==> config.mk <==
export PLATFORM = sky130hd
export DESIGN_NAME = nvm_cmd_ctrl
export DESIGN_NICKNAME = d
export VERILOG_FILES = /design/src/rtl/nvm_cmd_pkg.sv /design/src/rtl/nvm_cmd_gate.sv /design/src/rtl/nvm_cmd_buf.sv /design/src/rtl/nvm_array_model.sv /design/src/rtl/nvm_prot_reg.sv /design/src/rtl/nvm_cmd_ctrl.sv
export SDC_FILE = /design/constraint.sdc
export NUM_CORES = 1
export LEC_CHECK = 0
export BUFFER_PORTS_ARGS = -buffer_cell sky130_fd_sc_hd__buf_2
export CORE_MARGIN = 8
export CORE_UTILIZATION = 30
export CTS_CLUSTER_SIZE = 30
export DETAILED_ROUTE_END_ITERATION = 16
export MAX_ROUTING_LAYER = met4
export PLACE_DENSITY = 0.61
export SYNTH_ARGS = -nofsm -noshare
export SYNTH_HDL_FRONTEND = slang
export SYNTH_HIERARCHICAL = 1
export SYNTH_SLANG_ARGS = --single-unit
==> constraint.sdc <==
create_clock -name clk -period 2.09 [get_ports clk]
set_input_delay 0.1045 -clock clk [delete_from_list [all_inputs] [get_ports clk]]
set_output_delay 0.1045 -clock clk [all_outputs]
set_load 0.05 [all_outputs]
==> src/rtl/nvm_cmd_pkg.sv <==
package nvm_cmd_pkg;

    localparam int OP_W = 3;

    typedef enum logic [OP_W-1:0] {
        OP_VERIFY     = 3'd0,
        OP_PROGRAM    = 3'd1,
        OP_SEC_ERASE  = 3'd2,
        OP_MASS_ERASE = 3'd3,
        OP_SEC_MODIFY = 3'd4
    } nvm_op_e;

    typedef enum logic [1:0] {
        ST_IDLE   = 2'd0,
        ST_LAUNCH = 2'd1,
        ST_EXEC   = 2'd2,
        ST_ABORT  = 2'd3
    } ctl_state_e;

    function automatic logic op_legal(input logic [OP_W-1:0] op);
        return op <= OP_SEC_MODIFY;
    endfunction

    function automatic logic op_high_voltage(input logic [OP_W-1:0] op);
        return (op != OP_VERIFY) && op_legal(op);
    endfunction

    function automatic logic op_permitted(input logic [OP_W-1:0] op,
                                          input logic restricted);
        return op_legal(op) && (!restricted || op == OP_MASS_ERASE);
    endfunction

endpackage

==> src/rtl/nvm_cmd_gate.sv <==
module nvm_cmd_gate
    import nvm_cmd_pkg::*;
(
    input  logic [OP_W-1:0] op,
    input  logic            sec_on,
    input  logic            spec_single,
    output logic            ok
);
    logic restricted;

    always_comb begin
        restricted = sec_on & spec_single;
        ok         = op_permitted(op, restricted);
    end
endmodule

==> src/rtl/nvm_cmd_buf.sv <==
module nvm_cmd_buf
    import nvm_cmd_pkg::*;
(
    input  logic            clk,
    input  logic            rst,
    input  logic            load,
    input  logic [OP_W-1:0] op_in,
    input  logic            pop,
    input  logic            flush,
    output logic            full,
    output logic [OP_W-1:0] op_out
);
    always_ff @(posedge clk) begin
        if (rst) begin
            full   <= 1'b0;
            op_out <= '0;
        end else if (flush || pop) begin
            full   <= 1'b0;
        end else if (load) begin
            full   <= 1'b1;
            op_out <= op_in;
        end
    end
endmodule

==> src/rtl/nvm_array_model.sv <==
module nvm_array_model #(
    parameter int LAT_W = 8
) (
    input  logic             clk,
    input  logic             rst,
    input  logic             start,
    input  logic             cancel,
    input  logic [LAT_W-1:0] lat,
    output logic             done
);
    localparam logic [LAT_W-1:0] ONE = LAT_W'(1);

    logic             busy_q;
    logic [LAT_W-1:0] cnt_q;

    always_ff @(posedge clk) begin
        if (rst || cancel) begin
            busy_q <= 1'b0;
            cnt_q  <= '0;
        end else if (start) begin
            busy_q <= 1'b1;
            cnt_q  <= (lat == '0) ? ONE : lat;
        end else if (busy_q) begin
            if (cnt_q == ONE) busy_q <= 1'b0;
            else              cnt_q  <= cnt_q - ONE;
        end
    end

    assign done = busy_q && (cnt_q == ONE);
endmodule

==> src/rtl/nvm_prot_reg.sv <==
module nvm_prot_reg #(
    parameter int PROT_W = 8
) (
    input  logic              clk,
    input  logic              rst,
    input  logic              wr,
    input  logic [PROT_W-1:0] data,
    input  logic              dbg_mode,
    output logic [PROT_W-1:0] q
);
    logic locked_q;

    always_ff @(posedge clk) begin
        if (rst) begin
            q        <= '0;
            locked_q <= 1'b0;
        end else if (wr && (dbg_mode || !locked_q)) begin
            q <= data;
            if (!dbg_mode) locked_q <= 1'b1;
        end
    end
endmodule

==> src/rtl/nvm_cmd_ctrl.sv <==
module nvm_cmd_ctrl
    import nvm_cmd_pkg::*;
#(
    parameter int LAT_W  = 8,
    parameter int PROT_W = 8
) (
    input  logic              clk,
    input  logic              rst,
    input  logic              cmd_wr,
    input  logic [2:0]        cmd_op,
    input  logic              acc_err_clr,
    input  logic [LAT_W-1:0]  lat,
    input  logic              stop_req,
    input  logic              wait_req,
    input  logic              dbg_mode,
    input  logic              sec_on,
    input  logic              spec_single,
    input  logic              ie_buf_empty,
    input  logic              ie_cmd_done,
    input  logic              prot_wr,
    input  logic [PROT_W-1:0] prot_data,
    output logic              buf_empty,
    output logic              cmd_done,
    output logic              acc_err,
    output logic              pump_en,
    output logic              irq,
    output logic              wake_req,
    output logic [PROT_W-1:0] prot_q
);
    ctl_state_e      state_q, state_d;
    logic            hv_q;
    logic            acc_err_q;
    logic            buf_full;
    logic [OP_W-1:0] buf_op;
    logic            gate_ok;
    logic            arr_done;
    logic            wr_seen, wr_ok, wr_err;
    logic            pop, flush, abort_hit, start;

    nvm_cmd_gate gate_i (
        .op(cmd_op), .sec_on(sec_on), .spec_single(spec_single), .ok(gate_ok)
    );

    nvm_cmd_buf buf_i (
        .clk(clk), .rst(rst), .load(wr_ok), .op_in(cmd_op),
        .pop(pop), .flush(flush), .full(buf_full), .op_out(buf_op)
    );

    nvm_array_model #(.LAT_W(LAT_W)) arr_i (
        .clk(clk), .rst(rst), .start(start), .cancel(stop_req),
        .lat(lat), .done(arr_done)
    );

    nvm_prot_reg #(.PROT_W(PROT_W)) prot_i (
        .clk(clk), .rst(rst), .wr(prot_wr), .data(prot_data),
        .dbg_mode(dbg_mode), .q(prot_q)
    );

    always_comb begin
        wr_seen   = cmd_wr && !stop_req && !acc_err_q;
        wr_ok     = wr_seen && !buf_full && gate_ok;
        wr_err    = wr_seen && (buf_full || !gate_ok);
        pop       = (state_q == ST_IDLE) && buf_full && !stop_req;
        flush     = (state_q == ST_ABORT) && !stop_req;
        abort_hit = stop_req && (state_q == ST_LAUNCH || state_q == ST_EXEC);
        start     = (state_q == ST_LAUNCH) && !stop_req;
    end

    always_comb begin
        state_d = state_q;
        unique case (state_q)
            ST_IDLE:   if (stop_req) state_d = ST_ABORT;
                       else if (pop) state_d = ST_LAUNCH;
            ST_LAUNCH: state_d = stop_req ? ST_ABORT : ST_EXEC;
            ST_EXEC:   if (stop_req) state_d = ST_ABORT;
                       else if (arr_done) state_d = ST_IDLE;
            ST_ABORT:  if (!stop_req) state_d = ST_IDLE;
            default:   state_d = ST_IDLE;
        endcase
    end

    always_ff @(posedge clk) begin
        if (rst) begin
            state_q   <= ST_IDLE;
            hv_q      <= 1'b0;
            acc_err_q <= 1'b0;
        end else begin
            state_q <= state_d;
            if (pop) hv_q <= op_high_voltage(buf_op);
            if (wr_err || abort_hit) acc_err_q <= 1'b1;
            else if (acc_err_clr)    acc_err_q <= 1'b0;
        end
    end

    always_comb begin
        buf_empty = !buf_full;
        acc_err   = acc_err_q;
        cmd_done  = (state_q == ST_ABORT) || (state_q == ST_IDLE && !buf_full);
        pump_en   = (state_q == ST_EXEC) && hv_q && !stop_req;
        irq       = (ie_buf_empty && buf_empty) || (ie_cmd_done && cmd_done);
        wake_req  = wait_req && irq;
    end
endmodule


; Yosys cells after proc, flatten, opt, wreduce, memory -nomap -nowiden
; Cells that the tools add are included.
[op_classes]
n_lt_le_gt_ge = 2
n_mux = 16
n_addsub = 1
reduce_logical = 45
n_bitwise = 3
eq_ne = 9
[ops]
columns = op, n
row1 = 8-bit two-way mux, 4
row2 = 1-bit logical AND, 20
row3 = 2-bit two-way mux, 5
row4 = 1-bit logical OR, 9
row5 = "8-bit by 1-bit equality test with 1-bit output, second input constant", 1
row6 = 8-bit logical NOT, 1
row7 = 2-bit one-hot mux with 4 select lines, 1
row8 = "8-bit by 1-bit subtractor with 8-bit output, second input constant", 1
row9 = "3-bit less-or-equal comparator, second input constant", 2
row10 = 1-bit logical NOT, 6
row11 = 1-bit two-way mux, 6
row12 = 2-bit AND reduction, 3
row13 = "2-bit equality test, second input constant", 2
row14 = 2-bit nonzero test, 2
row15 = "3-bit by 2-bit equality test with 1-bit output, second input constant", 1
row16 = "3-bit by 2-bit != test with 1-bit output, second input constant", 1
row17 = "3-bit != test, second input constant", 1
row18 = 3-bit AND reduction, 1
row19 = 3-bit nonzero test, 1
row20 = "2-bit by 1-bit equality test with 1-bit output, second input constant", 1
row21 = 2-bit logical NOT, 1
row22 = "2-bit by 1-bit != test with 1-bit output, second input constant", 1
row23 = "2-bit != test, second input constant", 1
row24 = 1-bit inverter, 2
row25 = other kinds (2), 2
[word_totals]
regBits = 26
output_inout_bits = 14

; Depth between registers and ports, before layout
; Gate-level depths: netlist of the first run.
[depth]
depth_word = 9
ltp_mapped = 9
ltp_nobuf = 9

; By module
; Netlist of the first run, hierarchy kept.
[modules_own_cells]
columns = mod, cells_each, n_inst, area_per_inst_um2
row1 = nvm_array_model, 64, 1, 554.3
row2 = nvm_prot_reg, 39, 1, 406.6
row3 = nvm_cmd_ctrl, 48, 1, 381.6
row4 = nvm_cmd_buf, 16, 1, 176.4
row5 = nvm_cmd_gate, 4, 1, 27.5

; Worst setup path before layout of the first run
; Ideal clock, no wire load.
[synth_timing]
kind = register to output
from = register state_q[0]
to = output wake_req
path_buffers = 0
arrival_ps = 2030
stages_incl_launch_ff = 6
path_slack_ps = -45
cell_sequence = dfxtp_1 inv_1 ha_1 a21oi_1 o21ai_1 and2_1
[synth_between]
elab_chain_len = 6
[synth_lines]
columns = element, line_no
row1 = from (decl), nvm_cmd_ctrl.sv:30  ; ctl_state_e state_q, state_d;
row2 = from (signal assigned), nvm_cmd_ctrl.sv:88  ; state_q <= state_d;
row3 = 2-bit logical NOT, nvm_cmd_ctrl.sv:98  ; cmd_done = (state_q == ST_ABORT) || (state_q == ST_IDLE && !buf_full);
row4 = 1-bit logical AND, nvm_cmd_ctrl.sv:98
row5 = 1-bit logical OR (*), nvm_cmd_ctrl.sv:98
row6 = 1-bit logical AND (*), nvm_cmd_ctrl.sv:100  ; irq = (ie_buf_empty && buf_empty) || (ie_cmd_done && cmd_done);
row7 = 1-bit logical OR (*), nvm_cmd_ctrl.sv:100
row8 = net irq, nvm_cmd_ctrl.sv:26  ; output logic irq,
row9 = 1-bit logical AND (*), nvm_cmd_ctrl.sv:101  ; wake_req = wait_req && irq;
row10 = to (decl), nvm_cmd_ctrl.sv:27  ; output logic wake_req,
; The timed path passes the listed nets; every way through them passes the cells marked *.

; Worst setup path after layout of the first run
[layout_timing]
from = register arr_i.cnt_q[0]
to = register state_q[0]
[layout_between]
elab_chain_len = 4
[layout_lines]
columns = element, line_no
row1 = from (decl), nvm_array_model.sv:14  ; logic [LAT_W-1:0] cnt_q;
row2 = from (signal assigned), nvm_array_model.sv:22  ; cnt_q <= (lat == '0) ? ONE : lat;
row3 = from (signal assigned), nvm_array_model.sv:25  ; else cnt_q <= cnt_q - ONE;
row4 = 8-bit by 1-bit equality test with 1-bit output, nvm_array_model.sv:29  ; assign done = busy_q && (cnt_q == ONE);
row5 = 1-bit logical AND, nvm_array_model.sv:29
row6 = net arr_done, nvm_cmd_ctrl.sv:36  ; logic arr_done;
row7 = 3-bit != test (no source line), --
row8 = 3-bit AND reduction (no source line), --
; The timed path passes the listed nets, and every way through them passes these cells.
; A chain may end at the register's enable or synchronous reset.

==> flow_summary_export.csv, run 1 <==
group,metric,value,unit
floorplanning,fp.coreArea,5040,um2
sta,slew_headroom,60.7,%
pwr,p_seq_share,40.4,%
pwr,power,1.41,mW
drt,routed_wl,3.49,mm
sta,rsz0062_at_grt,"false",
synth,synth_edf_count,0,
place,dp_cells,283,
pwr,power.share.clock,30.4,%
clocking,cts_buffer_depth,2,
clocking,numClockSinks,26,
synth,synth_area_leaders,"dfxtp_1 (34%), nand2b_1 (9.7%), mux2i_1 (7.1%)",
finish,fin_cells,287,
synth,synth_fp_nets,209,
worst_setup_path,critPathKind,"reg -> reg",
grt,antenna_found_initial,0,
finish,layout-drive-gt1-share,31.8,%
clocking,htreeDepth,1,
synth,synthCells,171,
pwr,power_frac_comb,29.3,%
synth,synth_top_area_cell,"dfxtp_1",
place,place_hpwl,2.72,mm
floorplanning,die_y,87.8,um
pwr,ir_drop,0.000320,V
grt,grt_pass1_wl,6.05,mm
drt,vias,1338,
clocking,cts_tree,"yes",
floorplanning,io_pins,45,
worst_setup_path,worstPathMaxFanout,4,
grt,grt_overflow,0,
clocking,cts_root_buf,"clkbuf_8",
worst_setup_path,cp-end-kind,"flop",
synth,async_reset_ff_share,0,%
pwr,power_leakage,0.801,nW
sta,whs,72.1,ps
synth,synth_flop_cell,"dfxtp_1",
finish,num-nets-final,256,
synth,synth_cell_types,46,
synth,synthesis.area,1550,um2
worst_setup_path,crit_required,2270,ps
sta,tightest_slew,586,ps
place,gp_congestion,0.784,
sta,clock_skew,2.94,ps
run_status,status,"complete, no violations",
pwr,power.internal,948,uW
synth,synth_top_area_share,33.7,%
grt,grt_pass1_vias,1344,
worst_setup_path,start_kind,"flop",
finish,num_antenna_cells,0,
place,port_buffers,44,
floorplanning,num_rows,26,
grt,grtUsageTotal,9.93,%
sta,hold_viol_final,0,
synth,ys_ff_latch,26,
finish,syn_to_final_growth,25.6,%
grt,grt_max_degree,31,
sta,period_share,90.2,%
finish,final_util,38.5,%
synth,yosys_warnings,6,
job,maxCapViolCount,0,
synth,yosysSeqAreaShare,33.7,%
drt,wl_per_cell,12.2,um
floorplanning,initial_core_util,30.7,%
drt,drc,0,
finish,mostFrequentLayoutCell,"buf_2",
worst_hold_path,hold_class,"in -> reg",
finish,final_cell_mix,"buf_2 (44), dfxtp_1 (26), nand2b_1 (24)",
synth,avgSynthCellArea,9.04,um2
sta,setup_violations,0,
worst_setup_path,worstPathArrival,2060,ps
drt,drt-pass1-iter-count,4,
drt,drtIter0Drc,75,
clocking,insertion_delay,270,ps
clocking,path_clk_slew,100,ps
floorplanning,dieArea,7710,um2
clocking,cts_buffers,3,
sta,fin_crit,1890,ps
floorplanning,die_x,87.8,um
pwr,swShare,32.6,%
drt,vias_per_cell,4.66,
clocking,cts_setup_buffers,0,
sta,slew_violations,0,
sta,fmax,530,MHz
pwr,p_switching,459,uW
pwr,powerDensity,724,nW/um2
sta,tns,0,ps
drt,ant_nets,0,
==> power by group through the flow <==
stage                     clock network, mW  registers (mW)  logic [mW]
after floorplan                           0           0.618       0.266
after global placement                    0           0.576       0.410
after detailed placement                  0           0.578       0.410
after CTS                             0.437           0.566       0.411
after global routing                  0.465           0.574       0.452
final                                 0.427           0.568       0.412
==> worst paths after layout <==
path,start,to,slack [ps],depth (start not counted)
max,arr_i/cnt_q[0],state_q[0],200,8
min,prot_wr,prot_i/locked_q,70,3
max reg2reg,arr_i/cnt_q[0],state_q[0],200,8
min reg2reg,prot_i/q[3],prot_i/q[3],480,2
==> layout make-up <==
cell class / instances / area (um2)
multi-input cells: 130 / 987
clock inverters: 1 / 30.0
clock buffers: 3 / 41.3
fillers: 519 / 3100
repair buffers: 46 / 235
inverters: 11 / 41.3
well taps: 70 / 87.6
flip-flops and latches: 26 / 520
==> per-stage QoR <==
step           setup slack, ps  instance area [um2]
3_5_place_dp              75.5                 1840
2_1_floorplan             21.2                 1550
6_report                   204                 1940
5_1_grt                   28.2                 1940
4_1_cts                   36.4                 1910
3_3_place_gp               157                 1840
==> cells by family after synthesis <==
group	synth area share [%]
buffers and inverters	4.69
and+or+nand+nor	29.9
adders and majority gates	5.66
AOI/OAI and AO/OA	17.2
muxes	7.12
xor gates and xnor gates	1.70
DFF	33.7
==> critical path: stages, from the launching register on <==
cell and delay [ps]:
dfxtp_1 450, ha_4 180, nor4b_4 200, and2_1 180
and3b_1 160, nand2b_1 120, a21o_1 140, a21oi_1 70
a2111oi_2 310
==> cells in the mapped netlist (2+ instances only) <==
library cell / n
and2_1: 2
or2_2: 2
ha_1: 7
nor3_1: 2
inv_1: 11
a21oi_1: 11
nand2_1: 8
nor4_1: 5
nand2b_1: 24
and3b_1: 2
dfxtp_1: 26
o21ai_0: 9
xnor2_1: 3
mux2i_1: 11
or4_1: 2
and3_1: 2
buf_6: 2
nor2_1: 12
o31ai_1: 2
a31oi_1: 2
==> state kept, by name (all words and copies together) (netlist names) <==
name             flops
buf_i/full           1
state_q              2
acc_err              1
buf_i/op_out         3
arr_i/busy_q         1
hv_q                 1
prot_i/q             8
arr_i/cnt_q          8
prot_i/locked_q      1
==> routing by layer <==
layer | vias to the layer above | wire length, um | track usage (%)
met5 | - | 0 | -
met4 | 0 | 37 | 2.97
met3 | 4 | 127 | 2.53
met2 | 33 | 1560 | 15.0
met1 | 606 | 1770 | 12.6
li1 | 695 | - | -
==> repair_timing <==
item                                    in CTS  in global routing
endpoints found under the setup margin       0                  3
hold buffers                                 0                  0
endpoints found under the hold margin        0                  0
resized for setup                            0                  5
(Power assumes the default switching activity.)
==> inputs of run 2 (changes only) <==
Settings changed: PLACE_DENSITY 0.61 to 0.54.
==> run 2 against run 1 <==
  * Cell area fell by 0.58%
  * Clock power hardly changed
  * First-iteration DRC count increased by 69%
==> flow_summary_export.csv, run 2 (synthesis gave the netlist of run 1 again) <==
group,metric,value,unit
worst_setup_path,cp-end-kind,"flop",
grt,grtUsageTotal,9.96,%
worst_setup_path,slowest_delay,320,ps
drt,routed_wl,3.53,mm
finish,syn_to_final_growth,24.9,%
finish,final_cell_mix,"buf_2 (44), dfxtp_1 (25), nand2b_1 (24)",
place,gp_congestion,0.757,
drt,ant_nets,0,
grt,grt_pass1_vias,1300,
finish,mostFrequentLayoutCell,"buf_2",
worst_setup_path,start_kind,"flop",
pwr,powerDensity,728,nW/um2
worst_setup_path,critPathKind,"reg -> reg",
finish,top_regs,"arr_i/cnt_q x8, prot_i/q x8, buf_i/op_out x3",
clocking,postCtsResizedCells,0,
floorplanning,fp.coreArea,5040,um2
finish,num_antenna_cells,0,
place,place_hpwl,2.79,mm
pwr,power_leakage,0.800,nW
run_status,status,"complete, no violations",
grt,antenna_found_initial,0,
clocking,cts_root_buf,"clkbuf_8",
grt,grt_pass1_wl,5.96,mm
floorplanning,io_pins,45,
clocking,numClockSinks,26,
clocking,path_clk_slew,90,ps
clocking,cts_buffer_depth,2,
floorplanning,die_x,87.8,um
sta,fin_crit,1900,ps
drt,drc,0,
floorplanning,initial_core_util,30.7,%
clocking,cts_setup_buffers,0,
clocking,cts_tree,"yes",
sta,clock_skew,4.44,ps
worst_setup_path,cp_top_family,"simple AND/OR/NAND/NOR gates",
sta,slew_violations,0,
worst_hold_path,hold_class,"in -> reg",
worst_setup_path,crit_chain,"inv_1 -> ha_1 -> nor4b_4 -> and2_1 -> and3b_1 -> nand2b_1 -> a21o_1 -> a21oi_1 -> a2111oi_2",
grt,grt_overflow,0,
sta,fmax,527,MHz
place,port_buffers,44,
worst_setup_path,worstPathMaxFanout,3,
finish,num-nets-final,256,
floorplanning,dieArea,7710,um2
sta,rsz0062_at_grt,"false",
job,maxCapViolCount,0,
pwr,ir_drop,0.000251,V
sta,tightest_slew,589,ps
drt,wl_per_cell,12.3,um
worst_setup_path,cpMaxStageDelayCell,"dfxtp_1",
clocking,cts_buffers,3,
worst_setup_path,crit_buf_inv,1,
sta,whs,61.9,ps
grt,grt_max_degree,27,
floorplanning,num_rows,26,
sta,slew_headroom,60.5,%
drt,vias_per_cell,4.66,
sta,hold_viol_final,0,
drt,vias,1336,
clocking,htreeDepth,1,
drt,drt-pass1-iter-count,4,
floorplanning,die_y,87.8,um
sta,period_share,90.8,%
drt,drtIter0Drc,127,
clocking,cts_hold_buf,0,
worst_setup_path,worstPathArrival,2080,ps
finish,layout-drive-gt1-share,31.8,%
sta,setup_violations,0,
worst_setup_path,crit_required,2270,ps
sta,tns,0,ps
clocking,insertion_delay,280,ps
run 2: changes by cell type in the layout (fill, tap and decap cells not counted):
cell	delta
dfxtp_1	-1
dfxtp_2	+1
ha_1	+1
ha_4	-1
run 2: metrics by stage:
stage                     cells  worst slack, ps  instance area (um2)  util [%]  power [mW]
after floorplan             171             21.2                 1550         -       0.884
after global placement      283              107                 1840      36.5       0.991
after detailed placement    283             93.4                 1840      36.5       0.990
after CTS                   287             59.7                 1910      37.9        1.42
after global routing        287             22.5                 1930      38.3        1.50
final                       287              192                 1930      38.3        1.41
run 2: routing by layer:
layer | wire [um] | GRT usage [%] | vias up
li1 | - | - | 700
met1 | 1680 | 12.0 | 603
met2 | 1670 | 15.5 | 29
met3 | 164 | 3.10 | 4
met4 | 24 | 2.81 | 0
met5 | 0 | - | -
run 2: worst register-to-register path, cell delays in order, from the launching register on:
cell	delay [ps]
dfxtp_1	320
inv_1	90
ha_1	190
nor4b_4	210
and2_1	190
and3b_1	160
nand2b_1	120
a21o_1	130
a21oi_1	80
a2111oi_2	320
run 2: layout make-up:
cell class / instances / area [um2]
clock buffer: 3 / 41.3
timing repair buffer: 46 / 235
tap: 70 / 87.6
multi-input combinational: 130 / 975
clock inverter: 1 / 30.0
sequential: 26 / 522
inverter: 11 / 41.3
fill: 532 / 3110
run 2: path summary, 6_finish.rpt:
kind | startpoint | to | slack (ps) | cells after the start
min | rst | state_q[0] | 60 | 2
min reg2reg | hv_q | hv_q | 480 | 2
max reg2reg | arr_i/cnt_q[1] | state_q[0] | 190 | 9
max | arr_i/cnt_q[1] | state_q[0] | 190 | 9
run 2: report_power, final:
part	total (mW)	internal (mW)	switching [mW]
clock	0.426	0.257	0.169
combinational	0.413	0.160	0.252
sequential	0.568	0.532	0.0360
total	1.41	0.948	0.458
